===== config.mk =====
export PLATFORM = sky130hd
export DESIGN_NAME = sqs_top
export DESIGN_NICKNAME = d
export VERILOG_FILES = /design/src/rtl/sqs_pkg.sv /design/src/rtl/sqs_quantum_acc.sv /design/src/rtl/sqs_sample_ptr.sv /design/src/rtl/sqs_wr_port.sv /design/src/rtl/sqs_top.sv
export SDC_FILE = /design/constraint.sdc
export NUM_CORES = 1
export LEC_CHECK = 0
export ABC_AREA = 1
export BUFFER_PORTS_ARGS = -buffer_cell sky130_fd_sc_hd__buf_2
export CORE_AREA = 2 2 124 126
export CTS_CLUSTER_DIAMETER = 60
export CTS_CLUSTER_SIZE = 40
export DETAILED_ROUTE_END_ITERATION = 16
export DIE_AREA = 0 0 126 128
export HOLD_SLACK_MARGIN = 0.05
export MAX_ROUTING_LAYER = met4
export PLACE_DENSITY = 0.73
export SYNTH_ARGS = -nofsm -noshare
export SYNTH_HDL_FRONTEND = slang
export SYNTH_HIERARCHICAL = 1
export SYNTH_SLANG_ARGS = --single-unit

===== constraint.sdc =====
create_clock -name clk -period 2.1 [get_ports clk]
set_input_delay 0.105 -clock clk [delete_from_list [all_inputs] [get_ports clk]]
set_output_delay 0.105 -clock clk [all_outputs]
set_load 0.1 [all_outputs]

===== src/rtl/sqs_pkg.sv =====
// Package: shared defaults for the scheduler quantum and PC sampler.
// Assumes the step is an integer quotient of two positive rates.
package sqs_pkg;
    localparam int WORD_W_DEF  = 36;
    localparam int HALF_W_DEF  = 18;
    localparam int TB_RATE_DEF = 4100000;
    localparam int TICK_HZ_DEF = 60;

    // Quantum step per tick: truncated quotient of time-base rate and tick rate.
    function automatic int quantum_step(input int rate, input int hz);
        return rate / hz;
    endfunction
endpackage


===== src/rtl/sqs_quantum_acc.sv =====
// Module: quantum accumulator.
// Adds a fixed step on each tick unless an interrupt is in progress; wraps
// modulo 2^WORD_W. Assumes the host-load request is already qualified by the
// caller only as far as its strobe; a tick always wins over a load.
module sqs_quantum_acc #(
    parameter int WORD_W = 36,
    parameter int STEP   = 68333
) (
    input  logic              clk,
    input  logic              rst_n,
    input  logic              tick_i,
    input  logic              irq_busy_i,
    input  logic              ld_i,
    input  logic [WORD_W-1:0] ld_data_i,
    output logic [WORD_W-1:0] acc_o
);
    localparam logic [WORD_W-1:0] STEP_W = WORD_W'(STEP);

    logic [WORD_W-1:0] acc_q;

    // Accumulate on idle ticks; accept host load only between ticks.
    always_ff @(posedge clk) begin
        if (!rst_n) begin
            acc_q <= '0;
        end else if (tick_i) begin
            if (!irq_busy_i) begin
                acc_q <= acc_q + STEP_W;
            end
        end else if (ld_i) begin
            acc_q <= ld_data_i;
        end
    end

    assign acc_o = acc_q;
endmodule


===== src/rtl/sqs_sample_ptr.sv =====
// Module: sampling pointer register.
// Two independent halves; an advance adds one to each half with no carry
// between them. Assumes adv_i and ld_i are never high together.
module sqs_sample_ptr #(
    parameter int HALF_W = 18
) (
    input  logic                clk,
    input  logic                rst_n,
    input  logic                adv_i,
    input  logic                ld_i,
    input  logic [2*HALF_W-1:0] ld_data_i,
    output logic [2*HALF_W-1:0] ptr_o
);
    localparam int N_HALVES = 2;

    for (genvar h = 0; h < N_HALVES; h++) begin : g_half
        logic [HALF_W-1:0] half_q;

        // Per-half register: advance, load or hold.
        always_ff @(posedge clk) begin
            if (!rst_n) begin
                half_q <= '0;
            end else if (adv_i) begin
                half_q <= half_q + HALF_W'(1);
            end else if (ld_i) begin
                half_q <= ld_data_i[h*HALF_W +: HALF_W];
            end
        end

        assign ptr_o[h*HALF_W +: HALF_W] = half_q;
    end
endmodule


===== src/rtl/sqs_wr_port.sv =====
// Module: single-word memory write port.
// Captures address and PC on a start strobe, holds the request until
// acknowledged, and ignores starts while busy. done_o marks acceptance.
module sqs_wr_port #(
    parameter int HALF_W = 18,
    parameter int WORD_W = 36
) (
    input  logic              clk,
    input  logic              rst_n,
    input  logic              start_i,
    input  logic [HALF_W-1:0] addr_i,
    input  logic [HALF_W-1:0] pc_i,
    input  logic              mem_ack_i,
    output logic              req_o,
    output logic [HALF_W-1:0] addr_o,
    output logic [WORD_W-1:0] data_o,
    output logic              done_o
);
    localparam int PAD_W = WORD_W - HALF_W;

    logic              req_q;
    logic [HALF_W-1:0] addr_q;
    logic [WORD_W-1:0] data_q;

    // Request holding: complete on ack, otherwise accept a new start when idle.
    always_ff @(posedge clk) begin
        if (!rst_n) begin
            req_q  <= 1'b0;
            addr_q <= '0;
            data_q <= '0;
        end else if (req_q) begin
            if (mem_ack_i) begin
                req_q <= 1'b0;
            end
        end else if (start_i) begin
            req_q  <= 1'b1;
            addr_q <= addr_i;
            data_q <= {{PAD_W{1'b0}}, pc_i};
        end
    end

    assign req_o  = req_q;
    assign addr_o = addr_q;
    assign data_o = data_q;
    assign done_o = req_q & mem_ack_i;
endmodule


===== src/rtl/sqs_top.sv =====
// Module: scheduler quantum and PC sampler top.
// Ties the accumulator, pointer and write port together. Assumes tick_i is
// a single-cycle strobe and that memory holds mem_ack_i meaningful only
// while mem_req_o is high.
module sqs_top #(
    parameter int WORD_W  = sqs_pkg::WORD_W_DEF,
    parameter int HALF_W  = sqs_pkg::HALF_W_DEF,
    parameter int TB_RATE = sqs_pkg::TB_RATE_DEF,
    parameter int TICK_HZ = sqs_pkg::TICK_HZ_DEF
) (
    input  logic              clk,
    input  logic              rst_n,
    input  logic              tick_i,
    input  logic              irq_busy_i,
    input  logic [HALF_W-1:0] pc_i,
    input  logic              host_ld_acc_i,
    input  logic              host_ld_ptr_i,
    input  logic [WORD_W-1:0] host_wdata_i,
    output logic [WORD_W-1:0] acc_o,
    output logic [WORD_W-1:0] ptr_o,
    output logic              mem_req_o,
    output logic [HALF_W-1:0] mem_addr_o,
    output logic [WORD_W-1:0] mem_data_o,
    input  logic              mem_ack_i
);
    localparam int STEP = sqs_pkg::quantum_step(TB_RATE, TICK_HZ);

    logic sign_w;
    logic start_w;
    logic done_w;
    logic ptr_ld_w;

    // Sampling is armed by the pointer's sign bit.
    assign sign_w   = ptr_o[WORD_W-1];
    assign start_w  = tick_i & sign_w;
    // Pointer load only between ticks and with no write outstanding.
    assign ptr_ld_w = host_ld_ptr_i & ~tick_i & ~mem_req_o;

    sqs_quantum_acc #(.WORD_W(WORD_W), .STEP(STEP)) u_acc (
        .clk       (clk),
        .rst_n     (rst_n),
        .tick_i    (tick_i),
        .irq_busy_i(irq_busy_i),
        .ld_i      (host_ld_acc_i),
        .ld_data_i (host_wdata_i),
        .acc_o     (acc_o)
    );

    sqs_sample_ptr #(.HALF_W(HALF_W)) u_ptr (
        .clk      (clk),
        .rst_n    (rst_n),
        .adv_i    (done_w),
        .ld_i     (ptr_ld_w),
        .ld_data_i(host_wdata_i),
        .ptr_o    (ptr_o)
    );

    sqs_wr_port #(.HALF_W(HALF_W), .WORD_W(WORD_W)) u_wr (
        .clk      (clk),
        .rst_n    (rst_n),
        .start_i  (start_w),
        .addr_i   (ptr_o[HALF_W-1:0]),
        .pc_i     (pc_i),
        .mem_ack_i(mem_ack_i),
        .req_o    (mem_req_o),
        .addr_o   (mem_addr_o),
        .data_o   (mem_data_o),
        .done_o   (done_w)
    );
endmodule


## After elaboration in Yosys (flattened, before gate mapping)

Cells that the tools add are included.

- Add/subtract/negate cells: 3
- $mul: 0
- Div/mod/pow operators: 0
- $lt $le $gt $ge: 0
- Eq/ne operators: 1
- Shift operators: 0
- Multiplexer cells: 10
- Bitwise operators: 6
- Reductions and logical operators: 4

Operators by type and width:

| kind | count |
|---|---|
| 36-bit 2-to-1 mux | 3 |
| 18-bit 2-to-1 mux | 4 |
| 18-bit by 1-bit adder with 18-bit output, second input constant | 2 |
| 36-bit by 17-bit adder with 36-bit output, second input constant | 1 |
| 1-bit bitwise AND | 4 |
| 2-bit AND reduction | 2 |
| 2-bit nonzero test | 2 |
| 1-bit 2-to-1 mux | 3 |
| 2-bit != test, second input constant | 1 |
| 1-bit NOT | 2 |

- Register bits after elaboration: 109
- Bits in latches: 0
- Bits in writable memories: 0
- Memory bits (read-only): 0
- Bits of input ports: 61
- Logic and storage cells: 30
- Memories kept: 0

## Logic depth before layout (Yosys ltp)

- Depth in word-level cells: 5
- Gate-level depth with buffers: 14
- Mapped depth without buffers: 14

## Cells and area by module

Netlist, hierarchy kept.

Modules (own cells, without submodules):

| module | instances | cells an instance | area an instance (µm²) | seq. area each (µm²) |
|---|---|---|---|---|
| sqs_quantum_acc | 1 | 517 | 2896.5 | 720.7 |
| sqs_sample_ptr | 1 | 391 | 2338.5 | 720.7 |
| sqs_wr_port | 1 | 257 | 2008.2 | 740.7 |
| sqs_top | 1 | 5 | 21.3 | 0.0 |

## Least setup slack after synthesis

OpenSTA, ideal clock, no wires.

- Path kind: reg-to-reg
- Start: reg u_acc.acc_q[0], in the netlist u_acc/acc_o[0]
- End: reg u_acc.acc_q[34], in the netlist u_acc/acc_o[34]
- Library setup time: 0.132 ns
- Data arrival time: 2.138 ns
- Path slack: -0.171 ns
- Stages on the path, launching flop included: 15
- Path buffers: 0
- Period minus slack after synthesis: 2.271 ns
- Cell sequence: dfxtp_1 > ha_1 > inv_1 > nand2_1 > nand2_2 > nand2_2 > nand2_1 > nand2_2 > nand2_1 > nand2_2 > nand2_1 > nand2_1 > nand3_1 > nand2_1 > a21oi_1

- Longest elaborated chain between the ends: 3

RTL lines:

| item | RTL line | RTL |
|---|---|---|
| start, declared | sqs_quantum_acc.sv:19 | `logic [WORD_W-1:0] acc_q;` |
| start signal, assigned | sqs_quantum_acc.sv:27 | `acc_q <= acc_q + STEP_W;` |
| start signal, assigned | sqs_quantum_acc.sv:30 | `acc_q <= ld_data_i;` |
| 36-bit by 17-bit adder with 36-bit output | sqs_quantum_acc.sv:27 |  |
| 36-bit 2-to-1 mux | sqs_quantum_acc.sv:26 | `if (!irq_busy_i) begin` |
| 36-bit 2-to-1 mux | sqs_quantum_acc.sv:25 | `end else if (tick_i) begin` |

Every way passes these cells. The select of a mux whose other input is x is not followed.
A chain may end at the register's enable or synchronous reset.

## Worst setup path in the final report

- Start: reg u_ptr.g_half[0].half_q[0]
- End: reg u_ptr.g_half[0].half_q[12]

- Longest elaborated chain between the ends: 2

RTL lines:

| item | RTL line | RTL |
|---|---|---|
| start, declared | sqs_sample_ptr.sv:17 | `logic [HALF_W-1:0] half_q;` |
| start signal, assigned | sqs_sample_ptr.sv:24 | `half_q <= half_q + HALF_W'(1);` |
| start signal, assigned | sqs_sample_ptr.sv:26 | `half_q <= ld_data_i[h*HALF_W +: HALF_W];` |
| 18-bit by 1-bit adder with 18-bit output | sqs_sample_ptr.sv:24 |  |
| 18-bit 2-to-1 mux | sqs_sample_ptr.sv:23 | `end else if (adv_i) begin` |

Every way passes these cells.

==> metrics.cfg <==
[synthesis]
yosysUniqueCellTypes=39
synth_area_mm2=0.00726
synthCells=1170
yosysSeqAreaShare_pct=30.0
synth_seq_cells=109
yosys_warnings=6
postSynthAreaPerCell_um2=6.21

[clocking]
htree_levels=3
cts_buffers=9
cts.sinks=109
clk_pin_slew_ns=0.08
ctsResizeCount=0
cts_root_buf=clkbuf_16
cts_buffer_depth=2
clk_latency_ns=0.36
post_cts_buffers=0
cts-hold-fix-buffers=19
cts_tree=yes

[route]
wirelength_um=22700
via_per_inst=5.27
vias=8061
dr_wl_met2_um=10300
first_pass_iters=5
routedWlPerCell_um=14.8
top_layer_used=met4
ant_nets=0
wl_met3_um=1750
routedLengthMet1_um=10200
drc_errors=0
drt_iter0_markers=679

[timing]
relSlewSlack_pct=56.5
tightestPinTransition_ns=0.651
setup_viol=0
layout_min_cycle_time_ns=1.77
final.setup.tns_ns=0
skew_ns=0.00916
fin_crit_sh_pct=84.1
hold_viol=0
fmax_ghz=0.566
drv_slew=0
grt_setup_unrepaired=no
layout_setup_ws_ns=0.334

[power_and_ir_drop]
fin_total_pwr_w=0.00628
cellPowerDensity_mw_per_mm2=723
vdd_drop_max_uv=374
p_leak_nw=3.95

[flow_run]
cap_violations=0

[place]
place_congestion=0.937
port_buffers=169
place_area_mm2=0.00818
place_hpwl_um=16700
pre_cts_slack_ns=0.404
dp_cells=1496

[global_routing]
grt_util_all_layers_pct=28.7
grt_max_degree=41
grt-ovfl-total=0
antenna_found_initial=1
grt_pass1_vias=7258
grt_pass1_wl_um=36600

[critical_path]
cp.required_ns=2.39
worst_setup_path_start_kind=register
arrival_ns=2.06
end_kind=register
critPathKind=register to register
cp_max_fo=7
path_cells=ha_1 -> nand2_1 -> nor2_1 -> nand2_1 -> inv_2 -> nand3_1 -> o21ai_1 -> nand2_1 -> a21oi_1
cpPeakStageDelay_ns=0.42
cpMaxStageDelayCell=dfxtp_2
cpMostUsedCell=nand2_1

[min_path]
hold_class=input pin to register

[die]
die_width_um=126
std_cell_rows=45
core_region_area_mm2=0.0149
dieArea_mm2=0.0161
die-height_um=128
initial_core_util_pct=48.9
io_pins=188

[cells_and_area]
syn2layout_area_growth_pct=19.6
fin_cells=1531
final_cell_area_mm2=0.00869
final_layout_size_suffix_gt1_share_pct=24.7
nets=1402

[run_status]
status=finished, final reports clean

==> power by group <==
part / total [W] / internal (W) / switching (W)
sequential: 0.00238 / 0.00220 / 0.000174
clock: 0.00187 / 0.00105 / 0.000819
combinational: 0.00203 / 0.000401 / 0.00163
total: 0.00628 / 0.00365 / 0.00263
==> metrics by stage <==
| stage | util (%) | hold slack [ns] |
|---|---|---|
| 6_report | 58.5 | 0.0592 |
| 5_1_grt | 58.5 | 0.0667 |
| 4_1_cts | 58.4 | 0.0503 |
| 3_5_place_dp | 55.0 | 0.405 |
| 3_3_place_gp | 55.0 | 0.393 |
| 2_1_floorplan | - | 0.203 |
==> final timing paths <==
path,from,to,cells past startpoint,slack (ns)
worst max register to register,u_ptr/g_half[0].half_q[0],u_ptr/g_half[0].half_q[12],9,0.33
worst min-delay path,pc_i[17],u_wr/data_o[17],5,0.06
worst min register to register,u_wr/data_o[17],u_wr/data_o[17],2,0.48
worst max-delay path,u_ptr/g_half[0].half_q[0],u_ptr/g_half[0].half_q[12],9,0.33
==> layout by cell type, fill, tap and decap left out, types with 4 or more instances in the layout <==
master and n:
nor2_4 4, o211ai_1 5, dlygate4sd3_1 19, buf_2 169, o21ai_1 13, inv_1 122
nor2_1 146, nor2_2 41, nor3_1 16, o21ai_0 47, dfxtp_2 24, inv_2 8
nand2_1 314, nand3b_1 5, nand3_2 31, buf_4 19, a21oi_1 77, a31oi_1 7
nand4_1 14, clkbuf_16 9, xor2_1 7, dfxtp_1 85, nand2_2 13, nand3_1 98
conb_1 18
==> final cells by class <==
class | instances | area, µm²
Antenna cell | 1 | 2.50
Clock inverter | 6 | 95.1
Timing Repair Buffer | 209 | 1220
Fill cell | 1468 | 6180
Sequential cell | 109 | 2210
Multi-Input combinational cell | 879 | 4210
Clock buffer | 9 | 225
Tap cell | 188 | 235
Inverter | 130 | 488
==> cell usage after synthesis, drive strengths merged <==
library cell,instances,area (µm²)
inv,130,488
xnor2,1,8.76
a31oi,7,43.8
xor2,7,61.3
buf,48,369
or2,2,12.5
and2,3,18.8
dfxtp,109,2180
o221a,1,11.3
nand3,129,801
nor3,19,110
nor2,191,847
o22ai,2,12.5
clkbuf,21,80.1
nand2,327,1260
o21a,1,7.51
o21ai,61,309
ha,3,37.5
a21oi,77,385
o32ai,2,17.5
nand4,15,100
nand3b,5,37.5
a211oi,3,22.5
conb,1,3.75
o211ai,5,37.5
==> per-layer routing <==
metal / track usage, % / up-vias
li1: - / 4025
met1: 37.4 / 3674
met2: 46.4 / 337
met3: 4.17 / 25
met4: 8.66 / 0
met5: - / -
==> critical path: cells and delay by family, from the launching register on <==
| family | cells | cell delay (ns) |
|---|---|---|
| AOI/OAI and AO/OA | 2 | 0.27 |
| DFF | 1 | 0.42 |
| buffers and inverters | 1 | 0.12 |
| and+or+nand+nor | 5 | 0.70 |
| adders and majority gates | 1 | 0.20 |
==> sequential cells by signal, summed over array words and instances, names as in the netlist <==
signal	flops
u_wr/data_o	18
u_wr/addr_o	18
u_ptr/g_half.half_q	36
u_wr/req_o	1
u_acc/acc_o	36
==> kinds of logic (layout without fill, tap and decap cells) <==
logic type | Yosys count | after routing | synth area share (%)
and+or+nand+nor | 691 | 691 | 43.9
other | 1 | 19 | 0.0516
adders and majority gates | 3 | 3 | 0.517
xor gates and xnor gates | 8 | 8 | 0.965
AOI/OAI and AO/OA | 159 | 159 | 11.7
DFF | 109 | 109 | 30.0
buffers and inverters | 199 | 354 | 12.9
Note: power is estimated with default switching activity, not from simulation.
